--- src/rtl/cru_pkg.sv ---
package cru_pkg;

  localparam int FLAG_W = 4;

  typedef struct packed {
    logic lt;
    logic gt;
    logic eq;
    logic so;
  } cr_flags_t;

  typedef enum logic [1:0] {
    SRC_HOLD = 2'd0,
    SRC_MOVE = 2'd1,
    SRC_REC  = 2'd2,
    SRC_CMP  = 2'd3
  } field_src_e;

endpackage

--- src/rtl/cru_rst_sync.sv ---
module cru_rst_sync #(
  parameter int STAGES = 2
) (
  input  logic clk,
  input  logic rst_in_n,
  output logic rst_out_n
);

  logic [STAGES-1:0] sync_q;
  logic [STAGES-1:0] sync_d;

  always_comb begin
    sync_d = {sync_q[STAGES-2:0], 1'b1};
  end

  always_ff @(posedge clk or negedge rst_in_n) begin
    if (!rst_in_n) begin
      sync_q <= '0;
    end else begin
      sync_q <= sync_d;
    end
  end

  assign rst_out_n = sync_q[STAGES-1];

endmodule

--- src/rtl/cru_compare.sv ---
module cru_compare #(
  parameter int DATA_W = 32,
  parameter int IMM_W  = 16
) (
  input  logic [DATA_W-1:0] opa,
  input  logic [DATA_W-1:0] opb,
  input  logic [IMM_W-1:0]  imm,
  input  logic              use_imm,
  input  logic              is_signed,
  output logic              lt,
  output logic              gt,
  output logic              eq
);

  localparam int EXT_W = DATA_W - IMM_W;

  logic              ext_bit;
  logic [DATA_W-1:0] opb_sel;
  logic [DATA_W-1:0] opa_bias;
  logic [DATA_W-1:0] opb_bias;

  // Immediate extension: sign bit only participates in signed mode.
  always_comb begin
    ext_bit = is_signed & imm[IMM_W-1];
    if (use_imm) begin
      opb_sel = {{EXT_W{ext_bit}}, imm};
    end else begin
      opb_sel = opb;
    end
  end

  // Flipping the top bit in signed mode maps two's complement ordering
  // onto unsigned ordering, so one magnitude comparator serves both modes.
  always_comb begin
    opa_bias = {opa[DATA_W-1] ^ is_signed, opa[DATA_W-2:0]};
    opb_bias = {opb_sel[DATA_W-1] ^ is_signed, opb_sel[DATA_W-2:0]};
    eq = (opa == opb_sel);
    lt = (opa_bias < opb_bias);
    gt = ~lt & ~eq;
  end

endmodule

--- src/rtl/cru_record_eval.sv ---
module cru_record_eval #(
  parameter int DATA_W = 32
) (
  input  logic [DATA_W-1:0] result,
  output logic              neg,
  output logic              pos,
  output logic              zero
);

  always_comb begin
    zero = ~|result;
    neg  = result[DATA_W-1];
    pos  = ~neg & ~zero;
  end

endmodule

--- src/rtl/cru_field_next.sv ---
module cru_field_next
  import cru_pkg::*;
(
  input  logic      cmp_hit,
  input  logic      rec_hit,
  input  logic      mt_hit,
  input  cr_flags_t cmp_flags,
  input  cr_flags_t rec_flags,
  input  cr_flags_t mt_flags,
  output cr_flags_t nxt_flags,
  output logic      wr_en
);

  field_src_e src;

  // Priority: compare, then record, then move-to.
  always_comb begin
    if (cmp_hit) begin
      src = SRC_CMP;
    end else if (rec_hit) begin
      src = SRC_REC;
    end else if (mt_hit) begin
      src = SRC_MOVE;
    end else begin
      src = SRC_HOLD;
    end
  end

  always_comb begin
    wr_en = (src != SRC_HOLD);
    case (src)
      SRC_CMP:  nxt_flags = cmp_flags;
      SRC_REC:  nxt_flags = rec_flags;
      SRC_MOVE: nxt_flags = mt_flags;
      default:  nxt_flags = '0;
    endcase
  end

endmodule

--- src/rtl/cond_reg_unit.sv ---
module cond_reg_unit
  import cru_pkg::*;
#(
  parameter int  NUM_FIELDS = 8,
  parameter int  DATA_W     = 32,
  parameter int  IMM_W      = 16,
  parameter int  NUM_RD     = 2,
  localparam int SEL_W      = $clog2(NUM_FIELDS),
  localparam int CR_W       = NUM_FIELDS * FLAG_W
) (
  input  logic                    clk,
  input  logic                    rst_n,
  input  logic                    cmp_valid,
  input  logic                    cmp_signed,
  input  logic                    cmp_use_imm,
  input  logic [SEL_W-1:0]        cmp_field,
  input  logic [DATA_W-1:0]       cmp_a,
  input  logic [DATA_W-1:0]       cmp_b,
  input  logic [IMM_W-1:0]        cmp_imm,
  input  logic                    rec_valid,
  input  logic [DATA_W-1:0]       rec_result,
  input  logic                    xer_so,
  input  logic                    mt_valid,
  input  logic [NUM_FIELDS-1:0]   mt_mask,
  input  logic [CR_W-1:0]         mt_value,
  input  logic [NUM_RD*SEL_W-1:0] rd_sel,
  output logic [CR_W-1:0]         cr_out,
  output logic [NUM_RD*FLAG_W-1:0] rd_field
);

  logic      rst_sync_n;
  logic      cmp_lt, cmp_gt, cmp_eq;
  logic      rec_neg, rec_pos, rec_zero;
  cr_flags_t cmp_flags;
  cr_flags_t rec_flags;
  cr_flags_t field_q   [NUM_FIELDS];
  cr_flags_t field_nxt [NUM_FIELDS];
  logic [NUM_FIELDS-1:0] field_en;

  cru_rst_sync #(.STAGES(2)) u_rst_sync (
    .clk       (clk),
    .rst_in_n  (rst_n),
    .rst_out_n (rst_sync_n)
  );

  cru_compare #(.DATA_W(DATA_W), .IMM_W(IMM_W)) u_compare (
    .opa       (cmp_a),
    .opb       (cmp_b),
    .imm       (cmp_imm),
    .use_imm   (cmp_use_imm),
    .is_signed (cmp_signed),
    .lt        (cmp_lt),
    .gt        (cmp_gt),
    .eq        (cmp_eq)
  );

  cru_record_eval #(.DATA_W(DATA_W)) u_record (
    .result (rec_result),
    .neg    (rec_neg),
    .pos    (rec_pos),
    .zero   (rec_zero)
  );

  always_comb begin
    cmp_flags = '{lt: cmp_lt,  gt: cmp_gt,  eq: cmp_eq,   so: xer_so};
    rec_flags = '{lt: rec_neg, gt: rec_pos, eq: rec_zero, so: xer_so};
  end

  for (genvar f = 0; f < NUM_FIELDS; f++) begin : g_field
    localparam int HI = CR_W - 1 - FLAG_W * f;

    logic      hit_cmp;
    logic      hit_rec;
    logic      hit_mt;
    cr_flags_t mt_flags;

    always_comb begin
      hit_cmp  = cmp_valid && (cmp_field == SEL_W'(f));
      hit_mt   = mt_valid && mt_mask[f];
      mt_flags = cr_flags_t'(mt_value[HI -: FLAG_W]);
    end

    // Only field 0 listens to record-form results.
    if (f == 0) begin : g_rec
      assign hit_rec = rec_valid;
    end else begin : g_norec
      assign hit_rec = 1'b0;
    end

    cru_field_next u_next (
      .cmp_hit   (hit_cmp),
      .rec_hit   (hit_rec),
      .mt_hit    (hit_mt),
      .cmp_flags (cmp_flags),
      .rec_flags (rec_flags),
      .mt_flags  (mt_flags),
      .nxt_flags (field_nxt[f]),
      .wr_en     (field_en[f])
    );

    always_ff @(posedge clk or negedge rst_sync_n) begin
      if (!rst_sync_n) begin
        field_q[f] <= '0;
      end else if (field_en[f]) begin
        field_q[f] <= field_nxt[f];
      end
    end

    assign cr_out[HI -: FLAG_W] = field_q[f];
  end

  for (genvar p = 0; p < NUM_RD; p++) begin : g_rd
    logic [SEL_W-1:0] idx;
    assign idx = rd_sel[p*SEL_W +: SEL_W];
    assign rd_field[p*FLAG_W +: FLAG_W] = field_q[idx];
  end

endmodule

--- config.mk ---
export PLATFORM = sky130hd
export DESIGN_NAME = cond_reg_unit
export DESIGN_NICKNAME = d
export VERILOG_FILES = /design/src/rtl/cru_pkg.sv /design/src/rtl/cru_rst_sync.sv /design/src/rtl/cru_compare.sv /design/src/rtl/cru_record_eval.sv /design/src/rtl/cru_field_next.sv /design/src/rtl/cond_reg_unit.sv
export SDC_FILE = /design/constraint.sdc
export NUM_CORES = 1
export LEC_CHECK = 0
export ABC_AREA = 1
export ABC_CLOCK_PERIOD_IN_PS = 2300
export BUFFER_PORTS_ARGS = -buffer_cell sky130_fd_sc_hd__buf_2
export CORE_ASPECT_RATIO = 0.9
export CORE_MARGIN = 2
export CORE_UTILIZATION = 48
export CTS_BUF_LIST = sky130_fd_sc_hd__clkbuf_4 sky130_fd_sc_hd__clkbuf_8 sky130_fd_sc_hd__clkbuf_16
export DETAILED_ROUTE_END_ITERATION = 10
export PLACE_DENSITY = 0.94
export SLEW_MARGIN = 40
export SYNTH_ARGS = -nofsm -noshare
export SYNTH_HDL_FRONTEND = slang
export SYNTH_SLANG_ARGS = --single-unit
--- constraint.sdc ---
create_clock -name clk -period 2.3 [get_ports clk]
set_clock_uncertainty 0.15 [all_clocks]
set_input_delay 0.23 -clock clk [delete_from_list [all_inputs] [get_ports clk]]
set_output_delay 0.23 -clock clk [all_outputs]
set_load 0.01 [all_outputs]
==> results of run 1 <==
worst max-delay path, cell delays in order:
cell	delay (ps)
sky130_fd_sc_hd__buf_2	160
sky130_fd_sc_hd__buf_12	190
sky130_fd_sc_hd__mux2i_1	280
sky130_fd_sc_hd__ha_1	170
sky130_fd_sc_hd__nand2_1	90
sky130_fd_sc_hd__nor4_1	410
sky130_fd_sc_hd__nand4_2	130
sky130_fd_sc_hd__buf_4	200
sky130_fd_sc_hd__nand3_1	90
sky130_fd_sc_hd__nand3_1	80
per-layer routing:
| layer | vias up | GRT usage [%] | part of all wire, % |
|---|---|---|---|
| li1 | 2223 | - | - |
| met1 | 2103 | 36.5 | 36 |
| met2 | 323 | 54.7 | 49 |
| met3 | 39 | 5.33 | 11 |
| met4 | 0 | 13.0 | 3.4 |
| met5 | - | 0 | 0 |
per-stage QoR:
| step | cells | total power [mW] | hold slack (ps) | util (%) |
|---|---|---|---|---|
| 2_1_floorplan | 523 | 1.27 | -216 | - |
| 3_3_place_gp | 822 | 1.67 | -133 | 66.7 |
| 3_5_place_dp | 822 | 1.72 | -131 | 66.7 |
| 4_1_cts | 831 | 2.20 | 4.14 | 68.2 |
| 5_1_grt | 831 | 2.35 | 0.320 | 68.2 |
| 6_report | 831 | 2.21 | 1.84 | 68.2 |
flip-flops by register name, summed over array words and instances, names as in the netlist:
name	flops
u_rst_sync.sync_q	2
cr_out	32
cell families after synthesis:
kind of cell	share of synthesized area (%)
buf+inv	5.62
flops	24.2
simple gates	34.2
fa+ha+maj	13.2
compound gates	17.5
xor+xnor	0.747
other cells	0.107
mux	4.59
report_power, final:
part	switching, mW	internal (mW)
Sequential	0.0981	0.682
Combinational	0.540	0.411
Clock	0.227	0.253
Total	0.865	1.35
synthesized netlist by cell type, types with 5 or more instances:
library cell	number	area [µm²]
sky130_fd_sc_hd__nand4_1	14	87.6
sky130_fd_sc_hd__o21ai_0	49	245
sky130_fd_sc_hd__inv_1	34	128
sky130_fd_sc_hd__clkbuf_1	8	30.0
sky130_fd_sc_hd__nand3_1	45	225
sky130_fd_sc_hd__ha_1	37	463
sky130_fd_sc_hd__nand2_1	132	495
sky130_fd_sc_hd__a21oi_1	40	200
sky130_fd_sc_hd__dfrtp_1	34	851
sky130_fd_sc_hd__a31oi_1	8	50.1
sky130_fd_sc_hd__mux2i_1	15	150
sky130_fd_sc_hd__buf_2	5	25.0
sky130_fd_sc_hd__nor2_1	65	244
sky130_fd_sc_hd__o211ai_1	8	60.1
layout make-up:
| class | count | area share [%] |
|---|---|---|
| Clock buffer | 7 | 1.87 |
| Clock inverter | 1 | 0.104 |
| Inverter | 34 | 2.65 |
| Multi-Input combinational cell | 440 | 51.2 |
| Sequential cell | 34 | 17.6 |
| Tap cell | 93 | 2.41 |
| Timing Repair Buffer | 222 | 24.1 |
path summary, 6_finish.rpt:
path                            slack, ps                  from              endpoint  depth (start not counted)
worst min register to register        120  u_rst_sync.sync_q[1]            cr_out[20]                          1
worst max register to register       1310            cr_out[29]            cr_out[29]                          2
min in group asynchronous             100                 rst_n  u_rst_sync.sync_q[0]                          2
worst min-delay path                    2          mt_value[28]            cr_out[28]                          3
worst max-delay path                  280           cmp_use_imm             cr_out[6]                         10
max in group asynchronous            1570  u_rst_sync.sync_q[1]             cr_out[8]                          1
repair_timing:
| action | in CTS | in global routing |
|---|---|---|
| hold buffers | 1 | 0 |
| setup buffers | 0 | 0 |
| hold endpoints to repair | 2 | 0 |
| setup endpoints to repair | 0 | 0 |
==> impl_metrics.csv, run 1 <==
group,metric,value,unit
global_route,global_route.overflow_total,0,
synth,synthDistinctLibCells,35,
global_route,gr-usage-all-layers,30.8,%
cts,cts_buffers,5,
die,floorplan.die_area,0.00803,mm²
die,die_x,94.3,µm
synth,netlist_area,0.00352,mm²
placement,placer_congestion_estimate,0.979,
drt,final_antenna_net_count,0,
final_layout,antenna_cells_inserted,0,
sta,max_freq,496,MHz
global_route,global_route_wire_length_before_repair,19800,µm
drt,detailed_router_iteration_count_before_antenna_repair,5,
critical_path,critical_path.endpoint_type,"register",
cts,clkSlewWorstSetupHoldPaths,70,ps
cts,cts_max_path_buffers,2,
sta,final-max-slew-violation-count,0,
die,placeableCoreArea,0.00708,mm²
sta,totalNegativeSetupSlack,0,ps
hold_path,hold_path.class,"in2reg",
die,ioPinCount,209,
global_route,first_global_vias,4416,
cts,cts_htree_levels,2,
sta,unrepaired_setup_endpoints_after_global_routing,"false",
final_layout,final_area,0.00482,mm²
final_layout,final.fill_count,623,
drt,totalWireLength,12700,µm
drt,post_drt_wl_per_cell,15.3,µm
cts,cts_repair_resize_count,0,
drt,drtIter0Drc,346,
critical_path,cp_data_required_time,2320,ps
final_layout,area_growth_syn_to_layout,37.0,%
final_layout,layout.nets,943,
synth,postSynthNetCount,729,
final_layout,most_common_cell_after_layout_fill_and_taps_aside,"sky130_fd_sc_hd__buf_2",
final_layout,multi_input_comb_area,0.00247,mm²
placement,place_worst_setup_slack,-24.0,ps
final_layout,area.sequential,851,µm²
cts,clk_root_buffer_cell,"sky130_fd_sc_hd__clkbuf_8",
cts,worst_skew_pair.late_latency,290,ps
critical_path,timing.critical_path.from_type,"input port",
synth,ys_dominant_reg_cell,"sky130_fd_sc_hd__dfrtp_1",
global_route,number_of_antenna_violations_at_the_first_check_in_global_routing,0,
sta,setup_viol,0,
placement,post-dp-hpwl,10600,µm
sta,final.min_clock_period,2020,ps
cts,tritoncts_num_sinks,34,
synth,synthesis.area_per_instance,6.73,µm²
outcome,status,"completed",
cts,clock_tree_from_tritoncts,"built",
synth,postSynthRegisterBits,34,
sta,final.period_utilization,87.7,%
synth,synth.yosys.seq_area_share,24.2,%
synth,syn_inst,523,
power_and_ir_drop,vdd_drop_max,0.239,mV
critical_path,crit_path_max_fanout,17,
drt,drc,0,
critical_path,timing.setup.critical_path_class,"in2reg",
drt,vias_per_cell,5.64,
global_route,pin_count_of_the_biggest_net_entering_global_routing,33,
critical_path,cp_data_arrival_time,2040,ps
die,initial_core_util,49.7,%
run,maxCapViolCount,0,
power_and_ir_drop,p_leak,2.66,nW
sta,final_critical_path_setup_slack,282,ps
sta,hold_violations,0,
final_layout,most-common-layout-cells,"sky130_fd_sc_hd__buf_2, sky130_fd_sc_hd__nand2_1, sky130_fd_sc_hd__nor2_1",
die,vertical_extent_of_the_die,85.2,µm
final_layout,drive_gt1_share,32.9,%
synth,synth-edff-count,0,
synth,synth-warning-count,0,
die,core.rowCount,29,
power_and_ir_drop,power_density,459,mW/mm²
drt,vias,4688,
synth,async_reset_ff_share,100,%
placement,dpl-instance-area,0.00472,mm²
placement,buffer_ports.inserted,208,
(Power assumes the default switching activity.)
==> run 2, diff against run 1 <==
- ABC_AREA: 1 -> unset
- PLACE_DENSITY: 0.94 -> 0.95
- SLEW_MARGIN: 40 -> 20
==> run 2 against run 1 <==
The run now ends with setup timing left. Die area down 3.5%. Sequential share of layout area decreased by 1.3 points. Clock power about the same. Power up 12%. Synthesized area decreased by 3.7%. Final area rose by 7.8%. Utilization up 6.8 points. Non-clock buffer count is 26 higher. Wire length increased by 8.9%. Via count is 9.4% lower. Clock-buffer cell count fell by 1. Flip-flop and latch count unchanged. Largest cell class unchanged.
==> impl_metrics.csv, run 2 <==
group,metric,value,unit
die,core.rowCount,29,
critical_path,r2r_slack,1040,ps
cts,cts_buffers,5,
global_route,global_route_wire_length_before_repair,20600,µm
power_and_ir_drop,p_leak,2.64,nW
sta,final-max-slew-violation-count,0,
synth,syn_inst,356,
die,ioPinCount,209,
critical_path,critical_path.endpoint_type,"register",
sta,hold_violations,0,
sta,final.period_utilization,101,%
critical_path,crit_path_max_fanout,8,
sta,max_freq,432,MHz
final_layout,area_growth_syn_to_layout,53.3,%
power_and_ir_drop,p_total,2.48,mW
drt,totalWireLength,13900,µm
outcome,violations,"setup timing",
power_and_ir_drop,vdd_drop_max,0.237,mV
sta,max_slew.worst_pin.slew,648,ps
synth,synth_xor_area_share,0.775,%
drt,detailed_router_iteration_count_before_antenna_repair,5,
drt,vias_per_cell,6.15,
global_route,global_route.overflow_total,0,
synth,simple_logic_cell_fraction_of_the_synthesized_area,16.3,%
synth,synth-edff-count,0,
synth,post_synth_mux_area_share,25.1,%
critical_path,r2r_path_end,"cr_out[14]",
final_layout,drive_gt1_share,55.2,%
placement,dpl-instance-area,0.00470,mm²
critical_path,cp_data_arrival_time,2320,ps
final_layout,finalCoreUtilization,75.0,%
final_layout,most_common_cell_after_layout_fill_and_taps_aside,"sky130_fd_sc_hd__buf_2",
sta,unrepaired_setup_endpoints_after_global_routing,"true",
cts,clock_tree_from_tritoncts,"built",
critical_path,cp_data_required_time,2310,ps
drt,drc,0,
cts,clkSlewWorstSetupHoldPaths,80,ps
critical_path,timing.critical_path.from_type,"input port",
synth,netlist.area_leader.share,25.1,%
final_layout,layout.nets,803,
synth,postSynthNetCount,562,
global_route,first_global_vias,4287,
hold_path,worst_hold_startpoint,"mt_value[20]",
cts,tritoncts_num_sinks,34,
cts,worst_skew_pair.late_latency,290,ps
critical_path,timing.setup.critical_path_class,"in2reg",
synth,synthDistinctLibCells,39,
hold_path,hold_path.class,"in2reg",
sta,hold_ws,93.0,ps
die,initial_core_util,48.9,%
critical_path,reg2reg_from,"cr_out[14]",
outcome,status,"finished, violations left",
hold_path,hold_depth,3,
synth,synth.yosys.seq_area_share,25.1,%
die,floorplan.die_area,0.00775,mm²
synth,synthesis.area_per_instance,9.52,µm²
synth,synth.top_cells.by_area,"sky130_fd_sc_hd__dfrtp_1, sky130_fd_sc_hd__ha_1, sky130_fd_sc_hd__mux4_2, sky130_fd_sc_hd__mux2i_1, sky130_fd_sc_hd__mux2_2",
synth,ys_dominant_reg_cell,"sky130_fd_sc_hd__dfrtp_1",
sta,setup_viol,3,
synth,synth-warning-count,0,
global_route,gr-usage-all-layers,33.9,%
cts,cts_htree_levels,2,
sta,max-slew-margin-rel,56.6,%
synth,async_reset_ff_share,100,%
placement,post-dp-hpwl,9700,µm
synth,synth_compound_area_share,15.9,%
synth,netlist_top_cells_count,"sky130_fd_sc_hd__ha_1, sky130_fd_sc_hd__dfrtp_1, sky130_fd_sc_hd__o21ai_0",
drt,final_antenna_net_count,0,
final_layout,largest_reg_flops,32,
hold_path,end_of_the_worst_hold_path,"cr_out[20]",
power_and_ir_drop,power_density,478,mW/mm²
final_layout,antenna_cells_inserted,0,
die,die_x,92.6,µm
drt,post_drt_wl_per_cell,20.1,µm
drt,drtIter0Drc,331,
sta,final.min_clock_period,2310,ps
die,vertical_extent_of_the_die,83.7,µm
synth,synth_top_family_by_area,"multiplexers",
placement,placer_congestion_estimate,0.888,
sta,final_critical_path_setup_slack,-14.6,ps
global_route,pin_count_of_the_biggest_net_entering_global_routing,33,
critical_path,worst_r2r_path_depth,3,
synth,postSynthRegisterBits,34,
placement,buffer_ports.inserted,208,
synth,netlist_area,0.00339,mm²
final_layout,most-common-layout-cells,"sky130_fd_sc_hd__buf_2, sky130_fd_sc_hd__ha_1, sky130_fd_sc_hd__dfrtp_1",
drt,vias,4247,
final_layout,final_area,0.00520,mm²
die,placeableCoreArea,0.00693,mm²
synth,yosys.cell_count.top_type,"sky130_fd_sc_hd__ha_1",
cts,clk_root_buffer_cell,"sky130_fd_sc_hd__clkbuf_8",
synth,yosysTopAreaCell,"sky130_fd_sc_hd__dfrtp_1",
run,maxCapViolCount,0,
global_route,number_of_antenna_violations_at_the_first_check_in_global_routing,0,
synth,synth-adder-area-share,13.7,%
cts,cts_max_path_buffers,2,
run 2: cell types whose count changed after synthesis, sizes merged, moves of 12 or more:
| cell | before | now |
|---|---|---|
| mux2 | 1 | 17 |
| nand3 | 45 | 13 |
| nand2 | 136 | 29 |
| a211oi | 0 | 12 |
| mux4 | 0 | 16 |
| nor2 | 67 | 16 |
| inv | 34 | 6 |
| mux2i | 15 | 30 |
| o21ai | 50 | 33 |
run 2: routing by layer:
| metal | up-vias | track usage (%) | part of all wire, % | wire (µm) |
|---|---|---|---|---|
| li1 | 1856 | - | - | - |
| met1 | 1929 | 36.8 | 33 | 4530 |
| met2 | 366 | 61.5 | 51 | 7110 |
| met3 | 96 | 7.59 | 10 | 1460 |
| met4 | 0 | 16.7 | 5.7 | 786 |
| met5 | - | 0 | 0 | 0 |
run 2: final cells by class:
cell class,instances,area [µm²]
clock buffer,6,82.6
clock inverter,2,12.5
fill,432,1730
inverter,6,22.5
multi-input combinational,302,2670
sequential,34,851
tap,93,116
timing repair buffer,248,1440
run 2: cells by family after synthesis:
logic type | count (synthesis)
adder cells (fa/ha/maj) | 37
buffers and inverters | 22
flip-flops | 34
other | 1
AO/OA/AOI/OAI | 92
multiplexers | 63
XOR/XNOR | 3
AND/OR/NAND/NOR | 104
run 2: how the worst max path moves through the flow:
stage,from,endpoint
floorplan,cmp_use_imm,cr_out[30]
global placement,cmp_use_imm,cr_out[30]
finish,cmp_use_imm,cr_out[26]
CTS,cmp_use_imm,cr_out[10]
global route,cmp_use_imm,cr_out[26]
detailed placement,cmp_use_imm,cr_out[14]
run 2: critical path: stages:
cell                       delay (ps)
sky130_fd_sc_hd__buf_12            80
sky130_fd_sc_hd__buf_4            160
sky130_fd_sc_hd__mux2i_1          260
sky130_fd_sc_hd__ha_1             320
sky130_fd_sc_hd__a21o_1           190
sky130_fd_sc_hd__a21oi_1          240
sky130_fd_sc_hd__nor2b_1          120
sky130_fd_sc_hd__o311ai_4         290
sky130_fd_sc_hd__and3b_2          240
sky130_fd_sc_hd__buf_12           140
sky130_fd_sc_hd__a21oi_4           50
run 2: repair_timing:
action,4_1_cts,5_1_grt
endpoints found under the hold margin,2,0
gates cloned,2,1
endpoints found under the setup margin,14,24
buffers inserted,9,6
hold buffers,1,0
gates resized for setup,22,45
pin swaps,11,29
run 2: per-stage QoR:
step	TNS (ps)	setup slack, ps	cells
6_report	-22.4	-14.6	691
3_3_place_gp	-4280	-248	666
3_5_place_dp	-6820	-347	666
5_1_grt	-575	-62.6	691
4_1_cts	-70.5	-30.5	684
2_1_floorplan	0	1.24	356
run 2: report_power, final:
| group | internal [mW] | leakage (nW) | switching, mW |
|---|---|---|---|
| registers | 0.688 | 0.405 | 0.124 |
| logic | 0.602 | 2.19 | 0.589 |
| clock network | 0.241 | 0.0472 | 0.238 |
| total | 1.53 | 2.64 | 0.951 |
==> run 3, diff against run 2 <==
--- a/config.mk
+++ b/config.mk
@@ -15,2 +15,3 @@
 export PLACE_DENSITY = 0.95
+export REMOVE_ABC_BUFFERS = 1
 export SLEW_MARGIN = 20
==> constraint.sdc (replaced) <==
create_clock -name clk -period 2.3 [get_ports clk]
set_clock_uncertainty 0.15 [all_clocks]
set_input_delay 0.46 -clock clk [delete_from_list [all_inputs] [get_ports clk]]
set_output_delay 0.46 -clock clk [all_outputs]
set_load 0.01 [all_outputs]
==> run 3 against run 2 <==
The run still ends with setup timing left. Final area grew 3.0%. Combinational power up 4%. Non-clock buffer count grew 7. Final cell count grew 0.72%. Sequential power down 0.7%. Critical path type unchanged.
==> impl_metrics.csv, run 3 (synthesis results as in run 2) <==
group,metric,value,unit
final_layout,multi_input_comb_area,0.00273,mm²
die,ioPinCount,209,
final_layout,antenna_cells_inserted,0,
placement,buffer_ports.inserted,208,
cts,cts_buffers,5,
cts,worst_skew_pair.late_latency,290,ps
global_route,number_of_antenna_violations_at_the_first_check_in_global_routing,0,
critical_path,reg2reg_from,"cr_out[14]",
critical_path,r2r_path_end,"cr_out[14]",
die,core.rowCount,29,
critical_path,cp_data_arrival_time,2600,ps
cts,cts_htree_levels,2,
final_layout,area.sequential,853,µm²
final_layout,final-instance-count-excl-fill,696,
sta,max_freq,390,MHz
final_layout,most-common-layout-cells,"sky130_fd_sc_hd__buf_2, sky130_fd_sc_hd__buf_4, sky130_fd_sc_hd__ha_1, sky130_fd_sc_hd__dfrtp_1, sky130_fd_sc_hd__nand2_1",
critical_path,worst_r2r_path_depth,3,
drt,post_drt_wl_per_cell,19.6,µm
placement,placer_congestion_estimate,0.950,
die,placeableCoreArea,0.00693,mm²
final_layout,area_growth_syn_to_layout,57.8,%
sta,final_critical_path_setup_slack,-265,ps
sta,setup_viol,25,
die,initial_core_util,48.9,%
power_and_ir_drop,p_seq_share,32.5,%
critical_path,timing.critical_path.from_type,"input port",
drt,totalWireLength,13600,µm
global_route,global_route.overflow_total,0,
power_and_ir_drop,cell_internal_pwr,1.53,mW
placement,dpl-instance-area,0.00472,mm²
drt,vias,4189,
global_route,pin_count_of_the_biggest_net_entering_global_routing,33,
drt,drtIter0Drc,249,
critical_path,cp_data_required_time,2330,ps
power_and_ir_drop,power.share.switching,38.2,%
sta,unrepaired_setup_endpoints_after_global_routing,"true",
power_and_ir_drop,power_density,464,mW/mm²
outcome,violations,"setup timing",
drt,final_antenna_net_count,0,
drt,vias_per_cell,6.02,
final_layout,drive_gt1_share,58.5,%
critical_path,critical_path.endpoint_type,"register",
final_layout,final_area,0.00535,mm²
die,die_x,92.6,µm
power_and_ir_drop,p_clk_share,17.6,%
placement,place_worst_setup_slack,-598,ps
cts,cts_max_path_buffers,2,
drt,drc,0,
sta,final-max-slew-violation-count,0,
critical_path,r2r_slack,1020,ps
cts,clk_root_buffer_cell,"sky130_fd_sc_hd__clkbuf_8",
outcome,status,"finished, violations left",
power_and_ir_drop,p_leak,2.70,nW
sta,final.min_clock_period,2560,ps
final_layout,layout.nets,809,
sta,hold_violations,0,
power_and_ir_drop,vdd_drop_max,0.292,mV
cts,clkSlewWorstSetupHoldPaths,70,ps
final_layout,largest_reg_flops,32,
sta,hold_ws,121,ps
run,maxCapViolCount,0,
placement,post-dp-hpwl,9460,µm
sta,final.period_utilization,112,%
final_layout,final.fill_count,457,
global_route,first_global_vias,4211,
die,vertical_extent_of_the_die,83.7,µm
die,floorplan.die_area,0.00775,mm²
hold_path,hold_path.class,"reg2async",
global_route,gr-usage-all-layers,31.1,%
cts,tritoncts_num_sinks,34,
final_layout,most_common_cell_after_layout_fill_and_taps_aside,"sky130_fd_sc_hd__buf_2",
drt,detailed_router_iteration_count_before_antenna_repair,5,
power_and_ir_drop,pwr-share-comb,49.9,%
critical_path,crit_path_max_fanout,8,
sta,totalNegativeSetupSlack,-3550,ps
placement,dpl.cell_count,671,
critical_path,timing.setup.critical_path_class,"in2reg",
cts,clock_tree_from_tritoncts,"built",
power_and_ir_drop,p_sw,0.949,mW
global_route,global_route_wire_length_before_repair,19100,µm
run 3: cell types whose count changed in the layout (fill, tap and decap cells not counted), sizes merged:
cell      before  now
buf          247  253
clkinvlp       1    0
nand4b         3    2
clkinv         1    2
run 3: metrics by stage:
step,utilization (%),power (mW)
5_1_grt,77.2,2.61
3_3_place_gp,68.1,1.79
3_5_place_dp,68.1,1.84
4_1_cts,72.2,2.33
2_1_floorplan,-,1.31
6_report,77.2,2.48
run 3: worst max-delay path by stage:
stage / slack, ps / from / cells after the start / end
floorplan: -390 / cmp_signed / 10 / cr_out[10]
global placement: -460 / cmp_imm[15] / 12 / cr_out[30]
detailed placement: -600 / cmp_imm[15] / 12 / cr_out[18]
CTS: -120 / cmp_imm[15] / 12 / cr_out[10]
global route: -360 / cmp_use_imm / 13 / cr_out[6]
finish: -260 / cmp_use_imm / 13 / cr_out[6]
run 3: final cells by class:
class                   count  area share (%)
clock buffers               5            1.29
clock inverters             2           0.187
inverters                   6           0.421
multi-input cells         301            51.1
flip-flops and latches     34            15.9
well taps                  93            2.17
repair buffers            255            28.9
run 3: layer usage:
metal	up-vias	track usage, %	routed length (µm)
met3	77	6.59	1130
met1	1969	33.7	4530
met5	-	0	0
met2	276	55.9	7180
li1	1867	-	-
met4	0	17.1	761
run 3: power by group through the flow:
stage	logic (mW)	registers [mW]	clock network (mW)
3_3_place_gp	0.990	0.797	0
4_1_cts	1.10	0.795	0.436
3_5_place_dp	1.04	0.807	0
6_report	1.24	0.807	0.436
2_1_floorplan	0.492	0.820	0
5_1_grt	1.32	0.816	0.465
run 3: critical path: stages:
cell	delay (ps)
sky130_fd_sc_hd__buf_12	120
sky130_fd_sc_hd__buf_16	140
sky130_fd_sc_hd__buf_4	130
sky130_fd_sc_hd__mux2i_1	120
sky130_fd_sc_hd__ha_1	340
sky130_fd_sc_hd__buf_4	140
sky130_fd_sc_hd__nand3_1	130
sky130_fd_sc_hd__nor4_4	260
sky130_fd_sc_hd__buf_4	160
sky130_fd_sc_hd__nand4b_4	120
sky130_fd_sc_hd__buf_8	170
sky130_fd_sc_hd__o21ai_0	250
sky130_fd_sc_hd__a21oi_2	40
run 3: repair_timing:
item,in CTS,in global routing
gates resized for setup,38,62
buffers inserted,5,10
cloned,2,1
hold buffers,1,0
pin swaps,13,35
endpoints found under the setup margin,30,26
endpoints found under the hold margin,2,0
